<file path="src/rtl/gdma_pkg.sv">
package gdma_pkg;

    localparam int BYTE_W = 8;
    localparam int WORD_W = 16;

    typedef enum logic [1:0] {
        XT_WORD = 2'd0,
        XT_BAD  = 2'd1,
        XT_LOW  = 2'd2,
        XT_HIGH = 2'd3
    } xfer_kind_e;

    typedef enum logic [1:0] {
        OP_REPL = 2'd0,
        OP_XOR  = 2'd1,
        OP_CLR  = 2'd2,
        OP_SET  = 2'd3
    } wr_op_e;

    typedef struct packed {
        logic       is_write;
        xfer_kind_e kind;
        wr_op_e     op;
    } xfer_cfg_t;

    // Combine the old memory word with masked source data.
    function automatic logic [WORD_W-1:0] apply_op(
        input wr_op_e            op,
        input logic [WORD_W-1:0] old_w,
        input logic [WORD_W-1:0] src_w
    );
        logic [WORD_W-1:0] r;
        case (op)
            OP_REPL: r = src_w;
            OP_XOR:  r = old_w ^ src_w;
            OP_CLR:  r = old_w & ~src_w;
            default: r = old_w | src_w;
        endcase
        return r;
    endfunction

endpackage

</file>
<file path="src/rtl/gdma_len_calc.sv">
module gdma_len_calc #(
    parameter int CNT_W  = 14,
    parameter int LINE_W = 14,
    parameter int LEN_W  = CNT_W + LINE_W + 1
) (
    input  logic              is_write,
    input  logic [CNT_W-1:0]  words,
    input  logic [LINE_W-1:0] lines,
    output logic [LEN_W-1:0]  byte_len
);
    logic [LEN_W-1:0] word_term;
    logic [LEN_W-1:0] line_term;

    always_comb begin
        word_term = LEN_W'(words) + LEN_W'(1);
        // Reads cover one more line than writes.
        line_term = LEN_W'(lines) + (is_write ? LEN_W'(1) : LEN_W'(2));
        byte_len  = word_term * line_term;
    end
endmodule

</file>
<file path="src/rtl/gdma_addr_gen.sv">
module gdma_addr_gen #(
    parameter int AW = 18,
    parameter int PW = 8
) (
    input  logic          clk,
    input  logic          rst,
    input  logic          load,
    input  logic [AW-1:0] load_addr,
    input  logic [2:0]    load_dir,
    input  logic [PW-1:0] load_pitch,
    input  logic          step,
    output logic [AW-1:0] addr
);
    logic [2:0]    dir_q;
    logic [PW-1:0] pitch_q;
    logic [AW-1:0] delta;

    function automatic logic [AW-1:0] step_of(input logic [2:0] d, input logic [PW-1:0] p);
        logic [AW-1:0] pos;
        logic [AW-1:0] neg;
        logic [AW-1:0] dx;
        logic [AW-1:0] dy;
        pos = AW'(p);
        neg = ~pos + AW'(1);
        dx  = '0;
        dy  = '0;
        case (d)
            3'd0: dy = pos;
            3'd1: begin dx = AW'(1); dy = pos; end
            3'd2: dx = AW'(1);
            3'd3: begin dx = AW'(1); dy = neg; end
            3'd4: dy = neg;
            3'd5: begin dx = '1; dy = neg; end
            3'd6: dx = '1;
            default: begin dx = '1; dy = pos; end
        endcase
        return dx + dy;
    endfunction

    assign delta = step_of(dir_q, pitch_q);

    always_ff @(posedge clk) begin
        if (rst) begin
            addr    <= '0;
            dir_q   <= '0;
            pitch_q <= '0;
        end else if (load) begin
            addr    <= load_addr;
            dir_q   <= load_dir;
            pitch_q <= load_pitch;
        end else if (step) begin
            addr <= addr + delta;
        end
    end

    AST_ADDR_HOLD: assert property (@(posedge clk) disable iff (rst)
        (!load && !step) |=> $stable(addr)) else $error("address moved without access");
endmodule

</file>
<file path="src/rtl/gdma_lane_unit.sv">
module gdma_lane_unit
    import gdma_pkg::*;
(
    input  logic              clk,
    input  logic              rst,
    input  xfer_cfg_t         cfg,
    input  logic              busy,
    input  logic              len_odd,
    input  logic              ack_rd,
    input  logic              ack_wr,
    input  logic [BYTE_W-1:0] ack_wdata,
    input  logic [WORD_W-1:0] wr_mask,
    input  logic [WORD_W-1:0] mem_rdata,
    output logic [BYTE_W-1:0] ack_rdata,
    output logic              mem_rd_en,
    output logic              mem_wr_en,
    output logic [1:0]        mem_wbe,
    output logic [WORD_W-1:0] mem_wdata,
    output logic              access,
    output logic              bad_type
);
    logic [WORD_W-1:0] hold_q;
    logic              rd_take;
    logic              wr_take;
    logic              latch_lo;
    logic [WORD_W-1:0] src_w;

    assign rd_take = busy && ack_rd;
    assign wr_take = busy && ack_wr;

    always_comb begin
        mem_rd_en = 1'b0;
        mem_wr_en = 1'b0;
        latch_lo  = 1'b0;
        mem_wbe   = 2'b00;
        src_w     = '0;
        case (cfg.kind)
            XT_WORD: begin
                mem_rd_en = rd_take && !len_odd;
                mem_wr_en = wr_take && len_odd;
                latch_lo  = wr_take && !len_odd;
                mem_wbe   = mem_wr_en ? 2'b11 : 2'b00;
                src_w     = {ack_wdata, hold_q[BYTE_W-1:0]} & wr_mask;
            end
            XT_LOW: begin
                mem_rd_en = rd_take;
                mem_wr_en = wr_take;
                mem_wbe   = mem_wr_en ? 2'b01 : 2'b00;
                src_w     = {{BYTE_W{1'b0}}, ack_wdata & wr_mask[BYTE_W-1:0]};
            end
            XT_HIGH: begin
                mem_rd_en = rd_take;
                mem_wr_en = wr_take;
                mem_wbe   = mem_wr_en ? 2'b10 : 2'b00;
                src_w     = {ack_wdata & wr_mask[WORD_W-1:BYTE_W], {BYTE_W{1'b0}}};
            end
            default: ;
        endcase
        mem_wdata = apply_op(cfg.op, mem_rdata, src_w);
        access    = mem_rd_en || mem_wr_en;
    end

    always_ff @(posedge clk) begin
        if (rst) begin
            hold_q    <= '0;
            ack_rdata <= '0;
            bad_type  <= 1'b0;
        end else begin
            bad_type <= (rd_take || wr_take) && (cfg.kind == XT_BAD);
            if (mem_rd_en)
                hold_q <= mem_rdata;
            else if (latch_lo)
                hold_q[BYTE_W-1:0] <= ack_wdata;
            if (rd_take) begin
                case (cfg.kind)
                    XT_WORD: ack_rdata <= len_odd ? hold_q[WORD_W-1:BYTE_W] : mem_rdata[BYTE_W-1:0];
                    XT_LOW:  ack_rdata <= mem_rdata[BYTE_W-1:0];
                    XT_HIGH: ack_rdata <= mem_rdata[WORD_W-1:BYTE_W];
                    default: ack_rdata <= '0;
                endcase
            end
        end
    end

    AST_STROBE_EXCL: assert property (@(posedge clk) disable iff (rst)
        !(ack_rd && ack_wr)) else $error("both strobes high");
    AST_NO_STORE_ON_READ: assert property (@(posedge clk) disable iff (rst)
        ack_rd |-> !mem_wr_en) else $error("store during read acknowledge");
    AST_IDLE_NO_ACCESS: assert property (@(posedge clk) disable iff (rst)
        !busy |-> (!mem_wr_en && !mem_rd_en)) else $error("access while idle");
    AST_BAD_TYPE_ZERO: assert property (@(posedge clk) disable iff (rst)
        bad_type && $past(ack_rd) |-> ack_rdata == '0) else $error("invalid type returned data");
endmodule

</file>
<file path="src/rtl/gdma_engine.sv">
module gdma_engine
    import gdma_pkg::*;
#(
    parameter int CNT_W  = 14,
    parameter int LINE_W = 14,
    parameter int AW     = 18,
    parameter int PW     = 8
) (
    input  logic              clk,
    input  logic              rst,
    input  logic              cmd_valid,
    input  logic              cmd_write,
    input  logic [1:0]        cmd_type,
    input  logic [1:0]        cmd_mode,
    input  logic [CNT_W-1:0]  cmd_words,
    input  logic [LINE_W-1:0] cmd_lines,
    input  logic [AW-1:0]     cmd_addr,
    input  logic [2:0]        cmd_dir,
    input  logic [PW-1:0]     cmd_pitch,
    input  logic [15:0]       wr_mask,
    input  logic              ack_rd,
    input  logic              ack_wr,
    input  logic [7:0]        ack_wdata,
    output logic [7:0]        ack_rdata,
    output logic              drq,
    output logic              exec_busy,
    output logic              fig_reset,
    output logic              type_err,
    output logic [AW-1:0]     mem_addr,
    output logic              mem_rd_en,
    input  logic [15:0]       mem_rdata,
    output logic              mem_wr_en,
    output logic [1:0]        mem_wbe,
    output logic [15:0]       mem_wdata
);
    localparam int LEN_W = CNT_W + LINE_W + 1;

    xfer_cfg_t        cfg_q;
    logic [LEN_W-1:0] len_q;
    logic [LEN_W-1:0] new_len;
    logic             start;
    logic             take;
    logic             access;

    assign start = cmd_valid && !exec_busy;
    assign take  = exec_busy && (ack_rd || ack_wr);

    gdma_len_calc #(.CNT_W(CNT_W), .LINE_W(LINE_W), .LEN_W(LEN_W)) u_len (
        .is_write (cmd_write),
        .words    (cmd_words),
        .lines    (cmd_lines),
        .byte_len (new_len)
    );

    gdma_addr_gen #(.AW(AW), .PW(PW)) u_addr (
        .clk        (clk),
        .rst        (rst),
        .load       (start),
        .load_addr  (cmd_addr),
        .load_dir   (cmd_dir),
        .load_pitch (cmd_pitch),
        .step       (access),
        .addr       (mem_addr)
    );

    gdma_lane_unit u_lane (
        .clk       (clk),
        .rst       (rst),
        .cfg       (cfg_q),
        .busy      (exec_busy),
        .len_odd   (len_q[0]),
        .ack_rd    (ack_rd),
        .ack_wr    (ack_wr),
        .ack_wdata (ack_wdata),
        .wr_mask   (wr_mask),
        .mem_rdata (mem_rdata),
        .ack_rdata (ack_rdata),
        .mem_rd_en (mem_rd_en),
        .mem_wr_en (mem_wr_en),
        .mem_wbe   (mem_wbe),
        .mem_wdata (mem_wdata),
        .access    (access),
        .bad_type  (type_err)
    );

    always_ff @(posedge clk) begin
        if (rst) begin
            cfg_q     <= '{is_write: 1'b0, kind: XT_WORD, op: OP_REPL};
            len_q     <= '0;
            exec_busy <= 1'b0;
            drq       <= 1'b0;
            fig_reset <= 1'b0;
        end else begin
            fig_reset <= 1'b0;
            if (start) begin
                cfg_q     <= '{is_write: cmd_write, kind: xfer_kind_e'(cmd_type), op: wr_op_e'(cmd_mode)};
                len_q     <= new_len;
                exec_busy <= 1'b1;
                drq       <= 1'b1;
            end else if (take) begin
                len_q <= len_q - LEN_W'(1);
                if (len_q == LEN_W'(1)) begin
                    exec_busy <= 1'b0;
                    drq       <= 1'b0;
                    fig_reset <= 1'b1;
                end
            end
        end
    end

    AST_BUSY_HAS_LEN: assert property (@(posedge clk) disable iff (rst)
        exec_busy |-> len_q != '0) else $error("busy with empty count");
    AST_COUNT_DOWN: assert property (@(posedge clk) disable iff (rst)
        take |=> len_q == $past(len_q) - LEN_W'(1)) else $error("count did not drop");
    AST_CMD_IGNORED: assert property (@(posedge clk) disable iff (rst)
        (exec_busy && cmd_valid && !ack_rd && !ack_wr) |=> $stable(len_q) && $stable(mem_addr)) else $error("command taken while busy");
    AST_LAST_DROPS: assert property (@(posedge clk) disable iff (rst)
        (take && len_q == LEN_W'(1)) |=> (!drq && !exec_busy && fig_reset)) else $error("final byte did not stop");
    AST_PULSE_ONE: assert property (@(posedge clk) disable iff (rst)
        fig_reset |=> !fig_reset) else $error("reset pulse too long");
    AST_DRQ_STATUS: assert property (@(posedge clk) disable iff (rst)
        drq == exec_busy) else $error("request and status disagree");
endmodule

</file>
<file path="config.mk">
export PLATFORM = sky130hd
export DESIGN_NAME = gdma_engine
export DESIGN_NICKNAME = d
export VERILOG_FILES = /design/src/rtl/gdma_pkg.sv /design/src/rtl/gdma_len_calc.sv /design/src/rtl/gdma_addr_gen.sv /design/src/rtl/gdma_lane_unit.sv /design/src/rtl/gdma_engine.sv
export SDC_FILE = /design/constraint.sdc
export NUM_CORES = 1
export LEC_CHECK = 0
export BUFFER_PORTS_ARGS = -buffer_cell sky130_fd_sc_hd__buf_2
export CELL_PAD_IN_SITES_DETAIL_PLACEMENT = 1
export CELL_PAD_IN_SITES_GLOBAL_PLACEMENT = 1
export CORE_ASPECT_RATIO = 1.75
export CORE_UTILIZATION = 49
export DETAILED_ROUTE_END_ITERATION = 6
export PLACE_DENSITY = 0.95
export SLEW_MARGIN = 20
export SYNTH_ARGS = -nofsm -noshare
export SYNTH_HDL_FRONTEND = slang
export SYNTH_SLANG_ARGS = --single-unit
</file>
<file path="constraint.sdc">
create_clock -name clk -period 11.55 [get_ports clk]
set_input_delay 0.5775 -clock clk [delete_from_list [all_inputs] [get_ports clk]]
set_output_delay 0.5775 -clock clk [all_outputs]
set_load 0.01 [all_outputs]
</file>
==> results.ini <==
[drt]
drt_iter0_markers = 586
highest_layer = met4
wl_met2_mm = 26.0
wl_per_cell_um = 21.2
first_pass_iters = 5
wl_met3_mm = 2.33
m1WireLength_mm = 16.3
postRouteAntennaNets = 0
viasPerCell = 5.88
vias = 13500
route.detailed.drc = 0
drt-total-wl_mm = 48.9

[logic_synthesis]
synth_ff_type = dfxtp_1
async_flop_share_pct = 0
synthMuxAreaShare_pct = 1.12
synth-compound-area-share_pct = 13.5
synth_fa_ha_area_share_pct = 38.3
syn_area_per_cell_sq_um = 7.95
ys_warn_count = 0
synth-xor-area-share_pct = 5.96
synth_seq_area_share_pct = 12.4
synth_top_family_by_area = adder cells
syn_nets = 2250
synthSimpleGateAreaFrac_pct = 20.1
synth_enable_flop_cells = 0
synth_cells = 1812
ys_seq_elements = 89
yosysUniqueCellTypes = 66
synth_area_sq_um = 14400

[floorplan]
coreArea_sq_um = 28700
dieWidth_um = 132
die_area_sq_um = 30100
ioPinCount = 157
initial_utilization_pct = 50.2
row_count = 82
die_h_um = 229

[grt]
grt_pass1_wl_mm = 78.4
grt_pass1_vias = 15700
grt.overflow.total = 0
grt_max_degree = 89
grt_antenna_before_repair = 0
grt_usage_pct = 33.2

[worst_setup_path]
cp_slowest_cell = nor3_1
worstPathArrival_ns = 8.96
worstSetupStartpointType = input port
r2r-end = u_addr.addr[16]
reg2regPathDepth = 17
max_stage_delay_ns = 0.79
end_kind = flip-flop
reg2reg_from = u_addr.pitch_q[0]
crit_required_ns = 11.81
cp_max_fo = 9
path_class = in2reg
rrSetupSlack_ns = 6.82

[timing]
drv_slew = 0
rsz0062_at_grt = false
fmax_ghz = 0.115
fin_hold_ws_ns = 0.458
final.setup.tns_ns = 0
fin_skew_ns = 0.00650
finalCritPeriodShare_pct = 75.3
period_minus_slack_ns = 8.70
finalHoldViolations = 0
setup_violations = 0
worstMarginPinSlew_ns = 1.28
slew_headroom_pct = 14.4

[min_path]
holdPathEnd = u_lane.hold_q[14]
hp-class = reg2reg
hp-start = u_lane.hold_q[14]
worstHoldPathCells = 2

[run_status]
outcome = completed

[clocking]
clockBufferDepth = 2
cts_setup_buffers = 0
htree_levels = 3
ctsRootBufferMaster = clkbuf_16
clkTransAtPathRegs_ns = 0.07
ctsHoldBuffers = 0
post_cts_resized = 0
cts_buffers = 9
clock_latency_ns = 0.36
clkSinkCount = 89
cts_tree = built

[finish]
multiInputGateArea_sq_um = 11500
register_area_sq_um = 1780
area_growth_pct = 10.2
drive_gt1_share_pct = 11.4
final_nets = 2359
n_fill_cell = 3633
diodes = 0

[power_and_ir_drop]
p_per_area_nw_per_um2 = 253
p_leak_nw = 7.80
max-vdd-ir-drop_mv = 0.230

[placement]
gp_congestion = 1.02
io_buffers = 156
dp_hpwl_mm = 39.3

[job]
drv_cap = 0

## per-layer routing
layer  up-vias  global-route usage [%]
li1       6115                       -
met4         0                    27.3
met1      6685                    30.8
met3       232                    4.68
met2       513                    63.3
met5         -                       0
## worst max path at each step
stage	cells past startpoint	startpoint	slack, ns	to
2_1_floorplan	27	cmd_write	3.88	len_q[28]
3_3_place_gp	28	cmd_write	2.92	len_q[28]
3_5_place_dp	28	cmd_write	2.50	len_q[24]
4_1_cts	28	cmd_write	2.83	len_q[24]
5_1_grt	26	cmd_write	2.42	len_q[26]
6_report	28	cmd_write	2.85	len_q[24]
## registers in the layout, summed over array words and instances, names as in the netlist
register and count:
len_q 29, u_addr.addr 18, u_lane.hold_q 16, u_addr.pitch_q 8, u_lane.ack_rdata 8, cfg_q 4
u_addr.dir_q 3, exec_busy 1, fig_reset 1, u_lane.bad_type 1
## placed cells by master, fill, tap and decap left out, types with 6 or more instances in the layout
cell,netlist,routed
a211oi_1,47,47
a21o_1,9,9
a21oi_1,85,85
a22oi_1,7,7
a311oi_1,18,18
a31oi_1,10,10
and2_1,26,26
and3_1,15,15
buf_2,2,156
buf_4,1,13
clkbuf_16,0,9
dfxtp_1,89,87
fa_1,184,184
ha_1,147,147
inv_1,259,259
mux2_2,9,9
mux2i_1,6,6
nand2_1,220,220
nand2b_1,20,19
nand3_1,41,41
nor2_1,241,240
nor2b_1,14,13
nor3_1,23,23
nor4_1,9,9
o211ai_1,14,14
o21a_1,10,10
o21ai_0,65,64
o21bai_1,6,6
or3_1,9,9
xnor2_1,52,43
xnor2_2,0,9
xor2_1,46,46
## cell type report
cell class	instances	area share [%]
multi-input cells	1392	72.2
clock inverters	4	0.323
clock buffers	12	1.61
repair buffers	169	5.53
inverters	260	6.14
well taps	378	2.98
flip-flops and latches	89	11.2
## critical path: cells and delay by family
| family | cells | cell delay [ns] |
|---|---|---|
| xor gates and xnor gates | 2 | 0.56 |
| AOI/OAI and AO/OA | 5 | 1.85 |
| adders and majority gates | 9 | 3.94 |
| buffers and inverters | 8 | 0.51 |
| and+or+nand+nor | 4 | 1.52 |
## metrics by stage
stage               setup WS, ns  utilization (%)  cells  total power, mW  area (sq um)
finish                      2.85             55.3   2304             4.02         15900
global route                2.42             55.3   2304             4.43         15900
CTS                         2.83             55.2   2304             4.00         15900
detailed placement          2.50             54.2   2288             3.67         15600
global placement            2.92             54.1   2288             3.33         15500
floorplan                   3.88                -   1812             2.78         14400
## synthesized netlist by cell type (all sizes together), types with 3 or more instances
library cell  instances  area [sq um]
a211o                 3          26.3
a211oi               48           365
a21o                  9          67.6
a21oi                85           425
a22oi                 7          52.6
a311oi               18           158
a31oi                10          62.6
and2                 26           163
and3                 15          93.8
and4                  5          43.8
buf                  10          43.8
clkbuf               61           229
dfxtp                89          1780
fa                  184          3680
ha                  147          1840
inv                 259           972
mux2                  9           101
mux2i                 6          60.1
nand2               220           826
nand2b               20           125
nand3                41           205
nand3b                4          42.5
nand4                 5          31.3
nor2                241           905
nor2b                14          87.6
nor3                 23           115
nor4                 12           111
o211a                 3          30.0
o211ai               14           105
o21a                 10          75.1
o21ai                67           335
o21bai                6          45.0
o311ai                3          26.3
o32ai                 3          26.3
or2                   5          31.3
or3                   9          56.3
xnor2                52           455
xor2                 46           403
## cells by family (layout without fill, tap and decap cells)
logic type | Yosys count | in the layout
XOR/XNOR | 98 | 98
flip-flops | 89 | 89
AO/OA/AOI/OAI | 301 | 301
adder cells (fa/ha/maj) | 331 | 331
buffers and inverters | 331 | 445
AND/OR/NAND/NOR | 647 | 647
multiplexers | 15 | 15
## where the power goes
group / switching, mW / internal, mW
registers: 0.0517 / 0.355
logic: 1.96 / 1.34
clock network: 0.133 / 0.180
total: 2.15 / 1.87
No activity file was read; power rests on OpenSTA's default activity.
